File: config.mk
export PLATFORM = sky130hd
export DESIGN_NAME = next_pc_unit
export DESIGN_NICKNAME = d
export VERILOG_FILES = /design/src/rtl/nextpc_pkg.sv /design/src/rtl/nextpc_cmp.sv /design/src/rtl/nextpc_target.sv /design/src/rtl/next_pc_unit.sv
export SDC_FILE = /design/constraint.sdc
export NUM_CORES = 1
export LEC_CHECK = 0
export CAP_MARGIN = 15
export CORE_UTILIZATION = 45
export CTS_CLUSTER_SIZE = 24
export DETAILED_ROUTE_END_ITERATION = 16
export HOLD_SLACK_MARGIN = 0.1
export PLACE_DENSITY = 0.87
export SLEW_MARGIN = 20
export SYNTH_ARGS = -nofsm -noshare
export SYNTH_HDL_FRONTEND = slang
export SYNTH_SLANG_ARGS = --single-unit
File: constraint.sdc
create_clock -name clk_i -period 0.8 [get_ports clk_i]
set_input_delay 0.16 -clock clk_i [delete_from_list [all_inputs] [get_ports clk_i]]
set_output_delay 0.16 -clock clk_i [all_outputs]
set_load 0.05 [all_outputs]
File: src/rtl/nextpc_pkg.sv
`timescale 1ns/1ps
package nextpc_pkg;

  typedef enum logic [1:0] {
    CLS_SEQ  = 2'b00,
    CLS_BR   = 2'b01,
    CLS_JAL  = 2'b10,
    CLS_JALR = 2'b11
  } flow_class_e;

  typedef enum logic [2:0] {
    CND_EQ   = 3'b000,
    CND_NE   = 3'b001,
    CND_RS0  = 3'b010,
    CND_RS1  = 3'b011,
    CND_LT   = 3'b100,
    CND_GE   = 3'b101,
    CND_LTU  = 3'b110,
    CND_GEU  = 3'b111
  } br_cond_e;

endpackage

File: src/rtl/nextpc_cmp.sv
`timescale 1ns/1ps
module nextpc_cmp
  import nextpc_pkg::*;
#(
  parameter int XLEN    = 32,
  parameter bit SUB_CMP = 1'b1
) (
  input  logic [XLEN-1:0] a_i,
  input  logic [XLEN-1:0] b_i,
  input  br_cond_e        cond_i,
  output logic            hit_o
);

  localparam int MSB = XLEN - 1;

  logic eq, lt, ltu;

  generate
    if (SUB_CMP) begin : g_sub
      // one XLEN+1 subtractor; borrow gives unsigned order
      logic [XLEN:0] diff;
      assign diff = {1'b0, a_i} - {1'b0, b_i};
      assign ltu  = diff[XLEN];
      assign eq   = (diff[MSB:0] == '0);
      // differing signs: the negative operand is smaller
      assign lt   = (a_i[MSB] ^ b_i[MSB]) ? a_i[MSB] : ltu;
    end else begin : g_direct
      assign eq  = (a_i == b_i);
      assign ltu = (a_i < b_i);
      assign lt  = ($signed(a_i) < $signed(b_i));
    end
  endgenerate

  always_comb begin
    unique case (cond_i)
      CND_EQ:  hit_o = eq;
      CND_NE:  hit_o = ~eq;
      CND_LT:  hit_o = lt;
      CND_GE:  hit_o = ~lt;
      CND_LTU: hit_o = ltu;
      CND_GEU: hit_o = ~ltu;
      default: hit_o = 1'b0;
    endcase
  end

endmodule

File: src/rtl/nextpc_target.sv
`timescale 1ns/1ps
module nextpc_target
  import nextpc_pkg::*;
#(
  parameter int XLEN       = 32,
  parameter int INSN_BYTES = 4
) (
  input  logic [XLEN-1:0] pc_i,
  input  logic [XLEN-1:0] rs1_i,
  input  logic [XLEN-1:0] imm_i,
  input  flow_class_e     class_i,
  output logic [XLEN-1:0] seq_o,
  output logic [XLEN-1:0] tgt_o
);

  localparam logic [XLEN-1:0] STEP = XLEN'(INSN_BYTES);

  logic [XLEN-1:0] base, sum;
  logic            reg_rel;

  assign reg_rel = (class_i == CLS_JALR);
  // one shared adder, base muxed in front of it
  assign base    = reg_rel ? rs1_i : pc_i;
  assign sum     = base + imm_i;
  assign tgt_o   = {sum[XLEN-1:1], sum[0] & ~reg_rel};
  assign seq_o   = pc_i + STEP;

endmodule

File: src/rtl/next_pc_unit.sv
`timescale 1ns/1ps
module next_pc_unit
  import nextpc_pkg::*;
#(
  parameter int XLEN       = 32,
  parameter int INSN_BYTES = 4,
  parameter bit SUB_CMP    = 1'b1
) (
  input  logic            clk_i,
  input  logic            rst_ni,
  input  logic [31:0]     pc_i,
  input  logic [31:0]     rs1_i,
  input  logic [31:0]     rs2_i,
  input  logic [31:0]     imm_i,
  input  logic [1:0]      class_i,
  input  logic [2:0]      cond_i,
  output logic [31:0]     next_pc_o,
  output logic [31:0]     link_o,
  output logic            taken_o,
  output logic            misalign_o
);

  localparam int ALIGN_LSB = $clog2(INSN_BYTES);

  flow_class_e cls;
  br_cond_e    cnd;
  logic [XLEN-1:0] seq_pc, tgt_pc, nxt_d;
  logic            br_hit, taken_d, mis_d;

  assign cls = flow_class_e'(class_i);
  assign cnd = br_cond_e'(cond_i);

  nextpc_cmp #(.XLEN(XLEN), .SUB_CMP(SUB_CMP)) i_cmp (
    .a_i   (rs1_i),
    .b_i   (rs2_i),
    .cond_i(cnd),
    .hit_o (br_hit)
  );

  nextpc_target #(.XLEN(XLEN), .INSN_BYTES(INSN_BYTES)) i_tgt (
    .pc_i   (pc_i),
    .rs1_i  (rs1_i),
    .imm_i  (imm_i),
    .class_i(cls),
    .seq_o  (seq_pc),
    .tgt_o  (tgt_pc)
  );

  always_comb begin
    unique case (cls)
      CLS_SEQ:  taken_d = 1'b0;
      CLS_BR:   taken_d = br_hit;
      default:  taken_d = 1'b1;
    endcase
    nxt_d = taken_d ? tgt_pc : seq_pc;
    mis_d = taken_d & (|tgt_pc[ALIGN_LSB-1:0]);
  end

  always_ff @(posedge clk_i or negedge rst_ni) begin
    if (!rst_ni) begin
      next_pc_o  <= '0;
      link_o     <= '0;
      taken_o    <= 1'b0;
      misalign_o <= 1'b0;
    end else begin
      next_pc_o  <= nxt_d;
      link_o     <= seq_pc;
      taken_o    <= taken_d;
      misalign_o <= mis_d;
    end
  end

endmodule

==> results of run 1 <==
-- kinds of logic after synthesis --
logic type	Yosys count
AOI/OAI and AO/OA	211
xor gates and xnor gates	67
adders and majority gates	66
buffers and inverters	87
DFF	66
muxes	61
and+or+nand+nor	229
-- repair_timing --
item                                    4_1_cts
hold endpoints to repair                     66
buffers inserted                             67
endpoints found under the setup margin      128
resized for setup                           365
hold buffers                                  1
gates cloned                                  3
pin swaps                                   102
-- routing by layer --
layer,track usage,overflow
met5,0.418,0
met4,0.928,98
met3,0.784,4
met2,1.03,168
met1,0.877,8
-- per-stage QoR --
stage	utilization	hold slack (ps)	cells	setup WS (ps)	setup TNS, ps
2_1_floorplan	-	-136	787	-2770	-98220
3_3_place_gp	0.796	189	1392	-3670	-150940
3_5_place_dp	0.796	196	1392	-3930	-162500
4_1_cts	0.925	135	1473	-2940	-125250
==> results.ini, run 1 <==
[outcome]
status = aborted with a tool error
stop_stage = global routing (5_1_grt)
error = [ERROR GRT-0232] Routing congestion too high. Check the congestion heatmap in the GUI.

[floorplanning]
die_y_um = 125
initial_core_util = 0.466
rows = 44
die_w_um = 125
io_pins = 201

[global_routing]
grt_max_degree = 67
grtUsageTotal = 0.892
gr-total-overflow = 278

[synth]
yosys.area_share.adder = 0.123
ys_async_sr_fraction = 1.00
yosys.area.top_type_share = 0.241
ys_seq_elements = 66
synth_common_cells = dfrtp_1, nand2_1, ha_1
synth.top_cells.by_area = dfrtp_1, ha_1, xnor2_1
synth_top_family_by_area = compound AO/OA/AOI/OAI gates
synth.yosys.seq_area_share = 0.241
syn-num-nets = 988
synth-xor-area-share = 0.0857
muxShareOfSynthArea = 0.111
ys_dominant_reg_cell = dfrtp_1
synth_compound_area_frac = 0.212
synth-edff-count = 0
synth.distinct_cells = 70
netlist_area_mm2 = 0.00684
yosys_warnings = 0
netlist_instances = 787
avgSynthCellArea_um2 = 8.70
synth_top_area_cell = dfrtp_1
synthSimpleGateAreaFrac = 0.169

[clock_network]
ctsLongestPathBuffers = 2
root_buffer = clkbuf_16
cts_inserted_buffers = 9
cts_max_level = 3
cts_sinks = 66

[place]
io_buffers = 200
hpwlAfterDp_mm = 23.3
placed_cell_area_mm2 = 0.0117
gp_congestion = 0.993

[timing]
grt_repair_worst_endpoint = next_pc_o[1]$_DFF_PN0_/D
worst_path_end_type = sequential cell input

==> run 2, diff against run 1 <==
--- a/config.mk
+++ b/config.mk
@@ -6,11 +6,9 @@
 export NUM_CORES = 1
 export LEC_CHECK = 0
 export CAP_MARGIN = 15
-export CORE_UTILIZATION = 45
-export CTS_CLUSTER_SIZE = 24
+export CORE_UTILIZATION = 30
 export DETAILED_ROUTE_END_ITERATION = 16
-export HOLD_SLACK_MARGIN = 0.1
-export PLACE_DENSITY = 0.87
+export PLACE_DENSITY_LB_ADDON = 0.15
 export SLEW_MARGIN = 20
 export SYNTH_ARGS = -nofsm -noshare
 export SYNTH_HDL_FRONTEND = slang
==> results.ini, run 2 <==
[final_layout]
area_growth_pct = 106
fin_util = 0.637
layout_commonest_cell = buf_4
fin_cells = 1609
layout_common_cells = buf_4, buf_12, dfrtp_1
drive_gt1_frac = 0.523
fin_area_mm2 = 0.0141
nets = 1521
top_regs = link_o: 32 flops, next_pc_o: 32 flops

[global_routing]
grt_pass1_wl_mm = 43.6
gr-total-overflow = 0
first_global_vias = 8216
antenna_found_initial = 4
grtUsageTotal = 0.238
grt_max_degree = 38

[place]
io_buffers = 200
hpwlAfterDp_mm = 21.7
dp.cells = 1522
gp_congestion = 1.00
placed_cell_area_mm2 = 0.0121

[floorplanning]
initial_core_util = 0.310
rows = 54
dieArea_mm2 = 0.0234
core_mm2 = 0.0221
io_pins = 201
die_w_um = 153
die_y_um = 153

[job]
cap_violations = 0

[clock_network]
root_buffer = clkbuf_16
cts_tree = yes
cts_max_level = 3
ctsLongestPathBuffers = 2
cts_sinks = 66
cts.clk_slew.worst_paths_ps = 60
cts_inserted_buffers = 9

[outcome]
status = finished with violations
violations = negative setup slack

[critical_path]
max_stage_delay_ps = 520
crit_type = in -> reg
worstPathRequired_ps = 1020
path_max_fanout = 8
cpMostUsedCell = nand4b_1
path_cells = buf_8, inv_12, ha_4, fa_2, xor2_1, nand4b_1, a221oi_2, o2111ai_2, nor4_2, nand4_1, a2111oi_2, nand4b_1, o41a_1, or3_4, buf_16, mux2_4
worst_setup_path_start_kind = input pin
cp_top_family = simple AND/OR/NAND/NOR gates
cp-end-kind = register
crit_buf_inv = 3
crit_arrival_ps = 3970
crit_slowest_cell = or3_4

[synth]
synth_common_cells = dfrtp_1, nand2_1, ha_1
ys_async_sr_fraction = 1.00
synth.top_cells.by_area = dfrtp_1, ha_1, xnor2_1
synth_top_area_cell = dfrtp_1
synth.yosys.seq_area_share = 0.241
netlist_instances = 787
avgSynthCellArea_um2 = 8.70
yosys.area.top_type_share = 0.241
yosys_warnings = 0
ys_dominant_reg_cell = dfrtp_1
synth-edff-count = 0
netlist_area_mm2 = 0.00684
synth.distinct_cells = 70
syn-num-nets = 988
ys_seq_elements = 66

[route]
wirelength_mm = 28.4
drc = 0
vias = 8132
drt_pass1_iterations = 7
drtIter0Drc = 440
drtAntennaViolNets = 0
wl_per_cell_um = 17.6
vias_per_cell = 5.05

[pwr]
power_leakage_nw = 6.55
power.density_mw_per_mm2 = 1430
peakVddDrop_mv = 1.12
power_w = 0.0202

[timing]
fin_ws_ps = -2950
max_freq_ghz = 0.267
finalCritPeriodShare = 4.69
setup_violations = 124
finalHoldViolCount = 0
drv_slew = 0
hold_slack_ps = 153
slew_headroom = 0.723
fin_crit_ps = 3750
tightestPinTransition_ps = 415
grt_setup_unrepaired = true

[worst_hold_path]
min_path_type = in -> reg

run 2: per-layer routing:
layer,wire length [µm],up-vias,global-route usage
met5,0,-,0
met2,14700,202,0.437
li1,-,3951,-
met1,12200,3947,0.296
met3,844,32,0.0232
met4,635,0,0.0596
run 2: cells by family (layout without fill, tap and decap cells):
family                   after synthesis  count (layout)  synth area share
AO/OA/AOI/OAI                        211             211             0.212
other                                  0               4                 0
flip-flops                            66              66             0.241
adder cells (fa/ha/maj)               66              66             0.123
AND/OR/NAND/NOR                      229             229             0.169
multiplexers                          61              61             0.111
buffers and inverters                 87             625            0.0592
XOR/XNOR                              67              67            0.0857
run 2: power breakdown:
group	internal (W)	switching, W
clock network	0.00217	0.00152
registers	0.00383	0.000430
logic	0.00650	0.00572
total	0.0125	0.00767
run 2: path summary, 6_finish.rpt:
kind | end | slack (ps) | start | depth (start not counted)
max in group asynchronous | next_pc_o[20]$_DFF_PN0_ | 160 | rst_ni | 3
min in group asynchronous | link_o[1]$_DFF_PN0_ | 430 | rst_ni | 3
hold / removal | link_o[3]$_DFF_PN0_ | 150 | pc_i[2] | 3
setup / recovery | next_pc_o[12]$_DFF_PN0_ | -2950 | rs1_i[0] | 16
run 2: layout make-up:
| type | instances | area [µm²] |
|---|---|---|
| Fill cell | 1724 | 8010 |
| Multi-Input combinational cell | 634 | 5990 |
| Timing Repair Buffer | 547 | 5560 |
| Sequential cell | 66 | 1650 |
| Tap cell | 280 | 350 |
| Inverter | 62 | 251 |
| Clock buffer | 11 | 243 |
| Clock inverter | 5 | 30.0 |
| Antenna cell | 4 | 10.0 |
run 2: timing repair:
item	in CTS	in global routing
buffers inserted	49	20
pin swaps	98	41
resized for setup	368	41
cloned	4	0
endpoints found under the hold margin	66	0
endpoints found under the setup margin	128	125
hold buffers	1	0
run 2: per-stage QoR:
stage,worst slack (ps),TNS (ps)
after floorplan,-2770,-98220
after global placement,-3790,-157770
after detailed placement,-3840,-159920
after CTS,-2810,-118820
after global routing,-3020,-129930
final,-2950,-124590
Note: power is estimated with default switching activity, not from simulation.
==> run 3, diff against run 2 <==
--- a/config.mk
+++ b/config.mk
@@ -6,6 +6,7 @@
 export NUM_CORES = 1
 export LEC_CHECK = 0
 export CAP_MARGIN = 15
+export CORE_MARGIN = 2
 export CORE_UTILIZATION = 30
 export DETAILED_ROUTE_END_ITERATION = 16
 export PLACE_DENSITY_LB_ADDON = 0.15
==> constraint.sdc (replaced) <==
create_clock -name clk_i -period 3.8 [get_ports clk_i]
set_input_delay 0.76 -clock clk_i [delete_from_list [all_inputs] [get_ports clk_i]]
set_output_delay 0.76 -clock clk_i [all_outputs]
set_load 0.05 [all_outputs]
==> results.ini, run 3 (synthesis results as in run 2) <==
[place]
placed_cell_area_mm2 = 0.0109
io_buffers = 200
hpwlAfterDp_mm = 20.5
gp_congestion = 0.891
preCtsSetupSlack_ps = -1420

[clock_network]
cts.clk_slew.worst_paths_ps = 60
root_buffer = clkbuf_16
cts_max_level = 3
cts_sinks = 66
ctsLongestPathBuffers = 2
cts_inserted_buffers = 9
cts_tree = yes

[final_layout]
fin_area_mm2 = 0.0122
layout_commonest_cell = buf_4
layout_common_cells = buf_4, clkdlybuf4s50_1, dfrtp_1
top_regs = link_o: 32 flops, next_pc_o: 32 flops
drive_gt1_frac = 0.374
area_growth_pct = 78.0
nets = 1438
fillCellCount = 2069

[critical_path]
cpMostUsedCell = buf_4
crit_slowest_cell = or3_4
path_cells = dlygate4sd2_1, inv_1, ha_4, buf_4, nand2_1, buf_4, o211ai_1, nor2b_2, o21ai_4, buf_4, a31oi_1, nand4_1, a2111oi_4, nand4b_1, o41a_1, or3_4, buf_16, mux2_4
cp_top_family = simple AND/OR/NAND/NOR gates
path_max_fanout = 8
worst_setup_path_start_kind = input pin
cp-end-kind = register
crit_arrival_ps = 4540
max_stage_delay_ps = 510
worstPathRequired_ps = 4010
crit_type = in -> reg
crit_buf_inv = 6

[floorplanning]
rows = 55
die_w_um = 155
dieArea_mm2 = 0.0240
core_mm2 = 0.0225
io_pins = 201
initial_core_util = 0.304
die_y_um = 155

[timing]
slew_headroom = 0.594
hold_slack_ps = 338
grt_setup_unrepaired = true
fin_crit_ps = 4320
drv_slew = 0
setup_violations = 34
finalCritPeriodShare = 1.14
fin_ws_ps = -525
finalHoldViolCount = 0
tightestPinTransition_ps = 607
max_freq_ghz = 0.231

[outcome]
violations = negative setup slack
status = finished with violations

[route]
wl_per_cell_um = 16.6
drtIter0Drc = 336
wirelength_mm = 25.3
drt_pass1_iterations = 5
vias = 7448
drtAntennaViolNets = 0
vias_per_cell = 4.87
drc = 0

[pwr]
power_leakage_nw = 5.49
p_sw_frac = 0.389
switchingPower_w = 0.00149
internal_power_w = 0.00234
seq_power_share = 0.217
clock_power_share = 0.201
peakVddDrop_mv = 0.198
power.density_mw_per_mm2 = 315
p_comb_frac = 0.581
power_w = 0.00384

[global_routing]
gr-total-overflow = 0
grt_max_degree = 45
first_global_vias = 7673
antenna_found_initial = 2
grt_pass1_wl_mm = 39.8
grtUsageTotal = 0.210

[job]
cap_violations = 0

[worst_hold_path]
min_path_type = in -> async

run 3: area by class of cell:
cell class                 instances  area, µm²  area share
multi-input combinational        634       5510       0.452
timing repair buffer             464       4140       0.340
sequential                        66       1650       0.136
tap                              285        357      0.0293
inverter                          62        245      0.0201
clock buffer                      11        243      0.0199
clock inverter                     5       30.0     0.00247
antenna                            3       7.51    0.000616
run 3: stage by stage:
step                 util  setup TNS [ps]  instances
detailed placement  0.484          -46140       1477
floorplan               -          -10020        787
finish              0.541          -16330       1530
CTS                 0.535          -15970       1522
global placement    0.484          -43490       1477
global route        0.541          -22610       1529
run 3: power groups by stage:
stage	clock network (W)	logic [W]	registers (W)
6_report	0.000773	0.00223	0.000835
5_1_grt	0.000818	0.00239	0.000845
4_1_cts	0.000789	0.00219	0.000837
3_5_place_dp	0	0.00201	0.000849
3_3_place_gp	0	0.00200	0.000849
2_1_floorplan	0	0.000795	0.00122
run 3: layer usage:
layer	up-vias	GRT usage	routed length, µm
met1	3492	0.267	11300
met2	148	0.380	12900
li1	3779	-	-
met4	0	0.0573	503
met5	-	0	0
met3	29	0.0189	702
run 3: how the worst max path moves through the flow:
stage / to / cells past startpoint / start
after floorplan: next_pc_o[11]$_DFF_PN0_ / 15 / rs2_i[1]
after CTS: next_pc_o[19]$_DFF_PN0_ / 17 / rs1_i[0]
after global placement: next_pc_o[20]$_DFF_PN0_ / 16 / rs1_i[0]
after detailed placement: next_pc_o[11]$_DFF_PN0_ / 16 / rs1_i[0]
final: next_pc_o[12]$_DFF_PN0_ / 18 / rs2_i[11]
after global routing: next_pc_o[17]$_DFF_PN0_ / 17 / rs1_i[0]
run 3: repair_timing:
item                                    CTS  global route
setup buffers                            26             5
endpoints found under the hold margin     0             0
hold buffers                              0             0
pin swaps                                59            26
resized for setup                       181            32
cloned                                    4             0
endpoints found under the setup margin   34            34
